File: config.mk
export PLATFORM = sky130hd
export DESIGN_NAME = npc_unit
export DESIGN_NICKNAME = d
export VERILOG_FILES = /design/src/rtl/npc_pkg.sv /design/src/rtl/npc_cond_eval.sv /design/src/rtl/npc_target.sv /design/src/rtl/npc_unit.sv
export SDC_FILE = /design/constraint.sdc
export NUM_CORES = 1
export LEC_CHECK = 0
export BUFFER_PORTS_ARGS = -buffer_cell sky130_fd_sc_hd__buf_2
export CORE_MARGIN = 1.5
export CORE_UTILIZATION = 39
export CTS_CLUSTER_DIAMETER = 120
export DETAILED_ROUTE_END_ITERATION = 6
export PLACE_DENSITY = 0.65
export SYNTH_ARGS = -nofsm -noshare
export SYNTH_HDL_FRONTEND = slang
export SYNTH_SLANG_ARGS = --single-unit
File: constraint.sdc
create_clock -name clk_i -period 5.15 [get_ports clk_i]
set_clock_uncertainty 0.15 [all_clocks]
set_input_delay 1.03 -clock clk_i [delete_from_list [all_inputs] [get_ports clk_i]]
set_output_delay 1.03 -clock clk_i [all_outputs]
set_load 0.03 [all_outputs]
File: src/rtl/npc_pkg.sv
package npc_pkg;
  typedef enum logic [2:0] {
    CC_EQ  = 3'b000,
    CC_NE  = 3'b001,
    CC_GT  = 3'b010,
    CC_GE  = 3'b011,
    CC_LT  = 3'b100,
    CC_LE  = 3'b101,
    CC_RSV = 3'b110,
    CC_ALW = 3'b111
  } cc_e;

  typedef struct packed {
    logic z;
    logic n;
    logic v;
  } flags_t;
endpackage

File: src/rtl/npc_cond_eval.sv
module npc_cond_eval
  import npc_pkg::*;
(
  input  cc_e    cc_i,
  input  flags_t flags_i,
  output logic   hit_o
);
  logic lt;
  assign lt = flags_i.n ^ flags_i.v;

  always_comb begin
    unique case (cc_i)
      CC_EQ:   hit_o = flags_i.z;
      CC_NE:   hit_o = ~flags_i.z;
      CC_GT:   hit_o = ~flags_i.z & ~lt;
      CC_GE:   hit_o = ~lt;
      CC_LT:   hit_o = lt;
      CC_LE:   hit_o = flags_i.z | lt;
      CC_ALW:  hit_o = 1'b1;
      default: hit_o = 1'b0; // reserved code never branches
    endcase
  end
endmodule

File: src/rtl/npc_target.sv
module npc_target #(
  parameter int unsigned PC_W  = 16,
  parameter int unsigned OFF_W = 8
) (
  input  logic [PC_W-1:0]  pc_i,
  input  logic [OFF_W-1:0] offset_i,
  output logic [PC_W-1:0]  seq_o,
  output logic [PC_W-1:0]  rel_o
);
  localparam int unsigned EXT_W = PC_W - OFF_W;

  logic [PC_W-1:0] off_ext;

  generate
    if (EXT_W > 0) begin : g_sext
      assign off_ext = {{EXT_W{offset_i[OFF_W-1]}}, offset_i};
    end else begin : g_trunc
      assign off_ext = offset_i[PC_W-1:0];
    end
  endgenerate

  assign seq_o = pc_i + PC_W'(1);
  assign rel_o = seq_o + off_ext;
endmodule

File: src/rtl/npc_unit.sv
module npc_unit
  import npc_pkg::*;
#(
  parameter int unsigned PC_W  = 16,
  parameter int unsigned OFF_W = 8
) (
  input  logic             clk_i,
  input  logic             rst_ni,
  input  logic             valid_i,
  input  logic             branch_i,
  input  logic             jump_i,
  input  logic [2:0]       cond_i,
  input  logic [OFF_W-1:0] offset_i,
  input  logic [PC_W-1:0]  jmp_tgt_i,
  input  logic             flag_z_i,
  input  logic             flag_n_i,
  input  logic             flag_v_i,
  output logic [PC_W-1:0]  pc_o,
  output logic [PC_W-1:0]  next_pc_o,
  output logic             taken_o
);
  logic [PC_W-1:0] pc_q;
  logic [PC_W-1:0] seq_pc;
  logic [PC_W-1:0] rel_pc;
  logic            cond_hit;
  logic            br_take;
  logic            jmp_take;
  flags_t          flags;

  assign flags = '{z: flag_z_i, n: flag_n_i, v: flag_v_i};

  npc_cond_eval i_cond (
    .cc_i    (cc_e'(cond_i)),
    .flags_i (flags),
    .hit_o   (cond_hit)
  );

  npc_target #(.PC_W(PC_W), .OFF_W(OFF_W)) i_tgt (
    .pc_i     (pc_q),
    .offset_i (offset_i),
    .seq_o    (seq_pc),
    .rel_o    (rel_pc)
  );

  // jump wins over branch
  assign jmp_take = valid_i & jump_i;
  assign br_take  = valid_i & ~jump_i & branch_i & cond_hit;

  always_comb begin
    if (!valid_i)      next_pc_o = pc_q;
    else if (jmp_take) next_pc_o = jmp_tgt_i;
    else if (br_take)  next_pc_o = rel_pc;
    else               next_pc_o = seq_pc;
  end

  assign taken_o = jmp_take | br_take;

  always_ff @(posedge clk_i or negedge rst_ni) begin
    if (!rst_ni) pc_q <= '0;
    else         pc_q <= next_pc_o;
  end

  assign pc_o = pc_q;


  seq_adv_chk: assert property (@(posedge clk_i) disable iff (!rst_ni)
    (valid_i && !taken_o) |=> pc_o == $past(pc_o) + PC_W'(1));


  idle_hold_chk: assert property (@(posedge clk_i) disable iff (!rst_ni)
    !valid_i |=> $stable(pc_o));


  idle_no_take_chk: assert property (@(posedge clk_i) disable iff (!rst_ni)
    !valid_i |-> !taken_o);


  jump_tgt_chk: assert property (@(posedge clk_i) disable iff (!rst_ni)
    (valid_i && jump_i) |=> pc_o == $past(jmp_tgt_i));


  rsv_never_chk: assert property (@(posedge clk_i) disable iff (!rst_ni)
    (valid_i && branch_i && !jump_i && cond_i == 3'b110) |-> !taken_o);


  always_take_chk: assert property (@(posedge clk_i) disable iff (!rst_ni)
    (valid_i && branch_i && cond_i == 3'b111) |-> taken_o);


  ge_flag_chk: assert property (@(posedge clk_i) disable iff (!rst_ni)
    (valid_i && branch_i && !jump_i && cond_i == 3'b011) |-> taken_o == (flag_n_i == flag_v_i));
endmodule

* Yosys cells after proc, flatten, opt, wreduce, memory -nomap -nowiden
Cells that the tools add are included.
Cells by class: add/sub/neg operators 2, equal/unequal tests 6, mux-type cells 4, bitwise logic cells 11, reduce and logical (&&, ||, !) cells 1
Operators by type and width (count):
- $mux W16 | 3
- $add A16 B1 Y16 const B | 1
- $add A16 B16 Y16 | 1
- $eq A3 B3 Y1 const B | 3
- $pmux W1 S7 | 1
- $eq A3 B2 Y1 const B | 2
- $and A1 B1 Y1 | 5
- $eq A3 B1 Y1 const B | 1
- $logic_not A3 Y1 | 1
- $not A1 Y1 | 3
- $or A1 B1 Y1 | 2
- $xor A1 B1 Y1 | 1
Word-level totals: register bits 16, input bits 35, output and inout bits 33, word-level logic and storage cells 25

* Longest topological paths before layout
Gate-level depths: netlist of run 1.
word-level depth 8, depth in mapped cells 14, gate-level depth less buffers 13

* Hierarchy
Synthesis of run 1 repeated with hierarchy kept, for this count alone.
Unflattened totals: cell total of the unflattened synthesis 246, area, all modules 2090.8 um^2
Modules (own cells, without submodules):
- npc_target | instances 1, cells an instance 145, area an instance 1037.2 um^2, sequential area each 0.0 um^2
- npc_unit | instances 1, cells an instance 90, area an instance 975.9 um^2, sequential area each 400.4 um^2
- npc_cond_eval | instances 1, cells an instance 11, area an instance 77.6 um^2, sequential area each 0.0 um^2

* Least setup slack after synthesis of run 1
Ideal clock, no wire load.
path kind register to output, from reg pc_q[0], in the netlist pc_o[0], to out next_pc_o[14], data arrival time 3.571 ns, required time 3.970 ns, setup slack 0.399 ns, stages on the path, launching flop included 14, path through dfrtp_1 > and3_1 > nand3_1 > nor2_1 > nand3_1 > xnor2_1 > ha_1 > a21o_1 > a21o_1 > a221oi_1 > o31ai_1 > a31oi_1 > xor2_1 > o21ai_0
Between the ends: word-level cells in the longest chain between the ends 5
Ends and longest elaborated chain:
- start, declared | line npc_unit.sv:22 | logic [PC_W-1:0] pc_q;
- start signal, assigned | line npc_unit.sv:60 | else pc_q <= next_pc_o;
- $add A16 B1 Y16 * | line npc_target.sv:22 | assign seq_o = pc_i + PC_W'(1);
- $add A16 B16 Y16 | line npc_target.sv:23 | assign rel_o = seq_o + off_ext;
- $mux W16 * | line npc_unit.sv:52 | else if (br_take) next_pc_o = rel_pc;
- $mux W16 * | line npc_unit.sv:51 | else if (jmp_take) next_pc_o = jmp_tgt_i;
- $mux W16 * | line npc_unit.sv:50 | if (!valid_i) next_pc_o = pc_q;
- end, declared | line npc_unit.sv:19 | output logic [PC_W-1:0] next_pc_o,
Mark *: on every way between the ends. The rest lies on a longest branch, timed or not.

* Worst setup path in the final report of run 1
Same ends and word-level chain as after synthesis.

==> results.py, run 1 <==
metrics = {
    "setup_path": {
        "arrival_ns": 3.54,
        "slowest_stage": "dfrtp_1",
        "r2r_slack_ns": 1.79,
        "timing.rr.end": "pc_o[13]$_DFF_PN0_",
        "worstSetupPathType": "flip-flop to output pin",
        "r2r_start": "pc_o[0]$_DFF_PN0_",
        "cp_max_fo": 7,
        "crit_chain": "and3_1 -> nand3_1 -> nor2_1 -> buf_4 -> nand3_1 -> xnor2_1 -> ha_1 -> a21o_1 -> a21o_1 -> a221oi_1 -> o31ai_1 -> a31oi_1 -> xor2_1 -> o21ai_0 -> buf_2",
        "cp-endpoint": "next_pc_o[14]",
        "start_kind": "flip-flop",
        "cp.required_ns": 3.97,
        "startpoint": "pc_o[0]$_DFF_PN0_",
        "reg2regPathDepth": 13,
        "cp-end-kind": "output pin",
        "cp_slowest_stage_delay_ns": 0.45,
    },
    "synth": {
        "syn-instance-count": 228,
        "synth_top_area_cell": "dfrtp_1",
        "syn_nets": 284,
        "netlist.area_leader.share_pct": 21.6,
        "postSynthAreaPerCell_sq_um": 8.14,
        "ys_top_cells_by_area": "dfrtp_1, ha_1, xnor2_1",
        "ys_ff_latch": 16,
        "ys_warn_count": 0,
        "syn_area_sq_mm": 0.00186,
        "synth.distinct_cells": 43,
        "seq_area_frac_synth_pct": 21.6,
    },
    "floorplan": {
        "rows": 24,
        "fp.dieW_um": 72.0,
        "fp.dieArea_sq_mm": 0.00518,
        "io_pins": 68,
        "coreArea_sq_mm": 0.00447,
        "initial_core_util_pct": 41.5,
        "die_y_um": 72.0,
    },
    "pwr": {
        "pwr_density_cell_mw_per_mm2": 338,
        "power_mw": 0.775,
        "ir_drop_mv": 0.154,
        "p_leak_nw": 1.09,
    },
    "cells_and_area": {
        "final_cell_mix": "buf_2, nand2_1, xnor2_1",
        "largest_reg_flops": 16,
        "drive_gt1_share_pct": 26.2,
        "final_common_cell": "buf_2",
        "syn_to_final_growth_pct": 23.5,
        "final_nets": 352,
        "antennaDiodeCount": 0,
        "layout.cells.non_filler": 346,
        "fillerInstances": 454,
        "final_area_sq_mm": 0.00229,
        "fin_util_pct": 51.2,
    },
    "timing": {
        "finalSetupViolCount": 0,
        "rsz0062_at_grt": "false",
        "worstMarginPinSlew_ns": 0.492,
        "fin_ws_ns": 0.427,
        "timing.hold.ws_ns": 0.469,
        "final.period_utilization_pct": 91.7,
        "fin_crit_ns": 4.72,
        "maxSlewViolCount": 0,
        "slew_headroom_pct": 66.9,
        "setup_tns_ns": 0,
        "final_hold_viol_count": 0,
        "max_freq_ghz": 0.212,
    },
    "flow_run": {
        "maxCapViolations": 0,
    },
    "placed_design": {
        "numPortBuffers": 67,
        "hpwl_um": 4130,
        "place_ws_ns": 0.639,
        "finalWeightedCongestion": 0.922,
        "place_inst": 343,
        "placed_area_sq_mm": 0.00225,
    },
    "grt": {
        "antenna_found_initial": 0,
        "grt_pass1_wl_um": 8740,
        "grt_max_degree": 26,
        "grt.total_usage_pct": 21.2,
        "grt_pass1_vias": 1786,
        "grt_overflow": 0,
    },
    "cts": {
        "cts.sinks": 16,
        "holdBufCountCts": 0,
        "ctsRootBufferMaster": "clkbuf_8",
        "clk-insertion-delay-late_ns": 0.26,
        "tritoncts": "built",
        "cts_buffers": 3,
        "clk_pin_slew_ns": 0.07,
        "htree_levels": 1,
        "postCtsSetupRepairBufs": 0,
        "post_cts_resized": 0,
        "clock_path_buffers": 2,
    },
    "routing": {
        "avgRoutedWirePerCell_um": 15.4,
        "vias_per_cell": 5.61,
        "drc": 0,
        "drt-initial-drc-count": 99,
        "routed_wl_um": 5340,
        "ant_nets": 0,
        "drt_first_pass_iters": 4,
        "via_count": 1942,
    },
    "outcome": {
        "outcome": "complete, no violations",
    },
    "worst_hold_path": {
        "hold_path_class": "flip-flop to flip-flop",
    },
}
critical path: cells and delay by family, from the launching register on:
family,cells,cell delay (ns)
AOI/OAI and AO/OA,6,1.22
xor gates and xnor gates,2,0.36
adders and majority gates,1,0.29
buffers and inverters,2,0.40
DFF,1,0.45
and+or+nand+nor,4,0.57
cell type report:
type | instances | area (sq um) | share of cell area, %
multi-input combinational | 197 | 1400 | 61.0
sequential | 16 | 400 | 17.5
timing repair buffer | 70 | 358 | 15.6
tap | 52 | 65.1 | 2.84
clock buffer | 3 | 41.3 | 1.80
inverter | 8 | 30.0 | 1.31
synthesized netlist by cell type (all sizes together):
| master | n |
|---|---|
| a211oi | 2 |
| a21o | 8 |
| a21oi | 16 |
| a221o | 3 |
| a221oi | 2 |
| a22o | 3 |
| a22oi | 1 |
| a31oi | 6 |
| a32oi | 1 |
| and2b | 1 |
| and3 | 6 |
| and4 | 3 |
| buf | 2 |
| clkbuf | 5 |
| dfrtp | 16 |
| fa | 1 |
| ha | 20 |
| inv | 8 |
| mux2i | 1 |
| nand2 | 27 |
| nand3 | 11 |
| nand4 | 2 |
| nor2 | 10 |
| nor2b | 6 |
| nor3 | 3 |
| nor3b | 1 |
| o211ai | 7 |
| o21a | 1 |
| o21ai | 15 |
| o221ai | 1 |
| o22ai | 1 |
| o311a | 1 |
| o311ai | 3 |
| o31ai | 2 |
| o41ai | 1 |
| or3b | 1 |
| xnor2 | 22 |
| xor2 | 8 |
power breakdown:
group / switching (mW) / internal [mW]
Sequential: 0.0396 / 0.149
Combinational: 0.296 / 0.189
Clock: 0.0494 / 0.0521
cells by family after synthesis:
group	synth area share, %
flops	21.6
simple gates	19.2
xor+xnor	14.2
mux	0.539
compound gates	26.8
fa+ha+maj	14.6
buf+inv	3.17
layer usage:
metal / vias to the layer above / share of wire, % / GRT usage, %
met2: 63 / 46 / 33.6
met4: 0 / 0.39 / 2.52
met1: 895 / 48 / 31.3
li1: 982 / - / -
met3: 2 / 5.8 / 3.61
met5: - / 0 / 0
worst min-delay path by stage:
stage	slack (ns)	cells past startpoint	start	to
after floorplan	0.58	0	rst_ni	pc_o[0]$_DFF_PN0_
after global placement	0.47	2	pc_o[15]$_DFF_PN0_	pc_o[15]$_DFF_PN0_
after detailed placement	0.45	2	pc_o[15]$_DFF_PN0_	pc_o[15]$_DFF_PN0_
after CTS	0.47	2	pc_o[15]$_DFF_PN0_	pc_o[15]$_DFF_PN0_
after global routing	0.54	1	pc_o[5]$_DFF_PN0_	pc_o[5]$_DFF_PN0_
final	0.47	2	pc_o[15]$_DFF_PN0_	pc_o[15]$_DFF_PN0_
(Power assumes the default switching activity.)
==> inputs of run 2 (changes only) <==
--- a/config.mk
+++ b/config.mk
@@ -7,10 +7,10 @@
 export LEC_CHECK = 0
 export BUFFER_PORTS_ARGS = -buffer_cell sky130_fd_sc_hd__buf_2
 export CORE_MARGIN = 1.5
-export CORE_UTILIZATION = 39
+export CORE_UTILIZATION = 45
 export CTS_CLUSTER_DIAMETER = 120
 export DETAILED_ROUTE_END_ITERATION = 6
-export PLACE_DENSITY = 0.65
+export PLACE_DENSITY = 0.74
 export SYNTH_ARGS = -nofsm -noshare
 export SYNTH_HDL_FRONTEND = slang
 export SYNTH_SLANG_ARGS = --single-unit
==> results.py, run 2 (same netlist as run 1, synthesis figures left out) <==
metrics = {
    "grt": {
        "grt_pass1_wl_um": 8180,
        "grtUsageMet1_pct": 35.0,
        "grt_overflow": 0,
        "met2_usage_pct": 36.4,
        "grt_use_met3_pct": 1.83,
        "grt_pass1_vias": 1744,
        "antenna_found_initial": 0,
        "globalRoute.busiestLayer": "met2",
        "grt_max_degree": 26,
        "grt.total_usage_pct": 23.5,
    },
    "routing": {
        "drc": 0,
        "drt-initial-drc-count": 124,
        "drt_first_pass_iters": 4,
        "routed_wl_um": 5120,
        "avgRoutedWirePerCell_um": 14.8,
        "ant_nets": 0,
        "vias_per_cell": 5.74,
        "via_count": 1985,
    },
    "worst_hold_path": {
        "hold_path_class": "flip-flop to flip-flop",
        "min_path_cells": 2,
    },
    "pwr": {
        "ir_drop_mv": 0.147,
        "p_leak_nw": 1.10,
        "pwr_density_cell_mw_per_mm2": 344,
    },
    "cts": {
        "postCtsSetupRepairBufs": 0,
        "clock_path_buffers": 2,
        "htree_levels": 1,
        "cts.sinks": 16,
        "cts_buffers": 3,
        "tritoncts": "built",
        "clk-insertion-delay-late_ns": 0.26,
        "clk_pin_slew_ns": 0.07,
        "ctsRootBufferMaster": "clkbuf_8",
    },
    "flow_run": {
        "maxCapViolations": 0,
    },
    "outcome": {
        "outcome": "complete, no violations",
    },
    "placed_design": {
        "numPortBuffers": 67,
        "finalWeightedCongestion": 0.890,
        "hpwl_um": 3950,
    },
    "setup_path": {
        "crit_chain": "and3_1 -> nand3_1 -> nor2_1 -> buf_4 -> nand3_1 -> xnor2_1 -> ha_1 -> a21o_1 -> a21o_1 -> a221oi_1 -> o31ai_1 -> a31oi_1 -> xor2_1 -> o21ai_0 -> buf_2",
        "cp_slowest_stage_delay_ns": 0.46,
        "reg2regPathDepth": 13,
        "slowest_stage": "dfrtp_1",
        "worstSetupPathType": "flip-flop to output pin",
        "cp-end-kind": "output pin",
        "cp_max_fo": 7,
        "cp.required_ns": 3.97,
        "start_kind": "flip-flop",
        "arrival_ns": 3.63,
    },
    "cells_and_area": {
        "final_cell_mix": "buf_2, nand2_1, xnor2_1",
        "final_common_cell": "buf_2",
        "fin_util_pct": 58.4,
        "antennaDiodeCount": 0,
        "drive_gt1_share_pct": 27.4,
        "fillerInstances": 374,
        "largest_reg_flops": 16,
        "final_nets": 353,
        "syn_to_final_growth_pct": 25.1,
    },
    "floorplan": {
        "coreArea_sq_mm": 0.00397,
        "io_pins": 68,
        "fp.dieArea_sq_mm": 0.00452,
        "rows": 23,
        "initial_core_util_pct": 46.7,
        "die_y_um": 67.2,
        "fp.dieW_um": 67.2,
    },
    "timing": {
        "maxSlewViolCount": 0,
        "fin_crit_ns": 4.81,
        "worstMarginPinSlew_ns": 0.459,
        "final.period_utilization_pct": 93.3,
        "max_freq_ghz": 0.208,
        "finalSetupViolCount": 0,
        "slew_headroom_pct": 69.1,
        "setup_tns_ns": 0,
        "final_hold_viol_count": 0,
        "rsz0062_at_grt": "false",
    },
}
[run 2: per-stage QoR]
stage | setup WS, ns | total power [mW] | std cells | area (sq um) | hold WS, ns
finish | 0.344 | 0.799 | 346 | 2320 | 0.481
global route | 0.0876 | 0.859 | 346 | 2320 | 0.531
CTS | 0.364 | 0.795 | 346 | 2310 | 0.477
detailed placement | 0.637 | 0.674 | 342 | 2250 | 0.462
global placement | 0.676 | 0.670 | 342 | 2250 | 0.455
floorplan | 0.399 | 0.548 | 228 | 1860 | 0.584
[run 2: where the power goes]
group	total [mW]	internal (mW)	switching, mW
clock	0.119	0.0680	0.0508
sequential	0.186	0.149	0.0372
combinational	0.494	0.191	0.303
[run 2: timing repair]
item,CTS,global route
gates resized for setup,0,2
setup endpoints to repair,0,1
hold buffers,0,0
[run 2: final timing paths]
kind                                   start            endpoint  slack, ns
hold reg to reg            pc_o[1]$_DFF_PN0_   pc_o[1]$_DFF_PN0_       0.48
max in group asynchronous             rst_ni   pc_o[9]$_DFF_PN0_       4.01
min in group asynchronous             rst_ni   pc_o[2]$_DFF_PN0_       0.55
setup reg to reg           pc_o[0]$_DFF_PN0_  pc_o[13]$_DFF_PN0_       1.71
hold / removal             pc_o[1]$_DFF_PN0_   pc_o[1]$_DFF_PN0_       0.48
setup / recovery           pc_o[0]$_DFF_PN0_       next_pc_o[14]       0.34
[run 2: layout make-up]
type / instances / area (sq um) / share of cell area, %
Clock buffer: 4 / 55.1 / 2.37
Inverter: 8 / 30.0 / 1.29
Multi-Input combinational cell: 197 / 1410 / 60.6
Sequential cell: 16 / 400 / 17.3
Tap cell: 50 / 62.6 / 2.70
Timing Repair Buffer: 71 / 365 / 15.7
[run 2: routing by layer]
metal	vias to the layer above	share of wire [%]
met5	-	0
met4	0	0
met3	0	5.6
met2	74	47
met1	929	48
li1	982	-
[run 2: worst max-delay path: cells and delay by family, from the launching register on]
kind	cells	cell delay, ns
AOI/OAI and AO/OA	6	1.29
xor gates and xnor gates	2	0.36
adders and majority gates	1	0.29
buffers and inverters	2	0.40
DFF	1	0.46
and+or+nand+nor	4	0.57
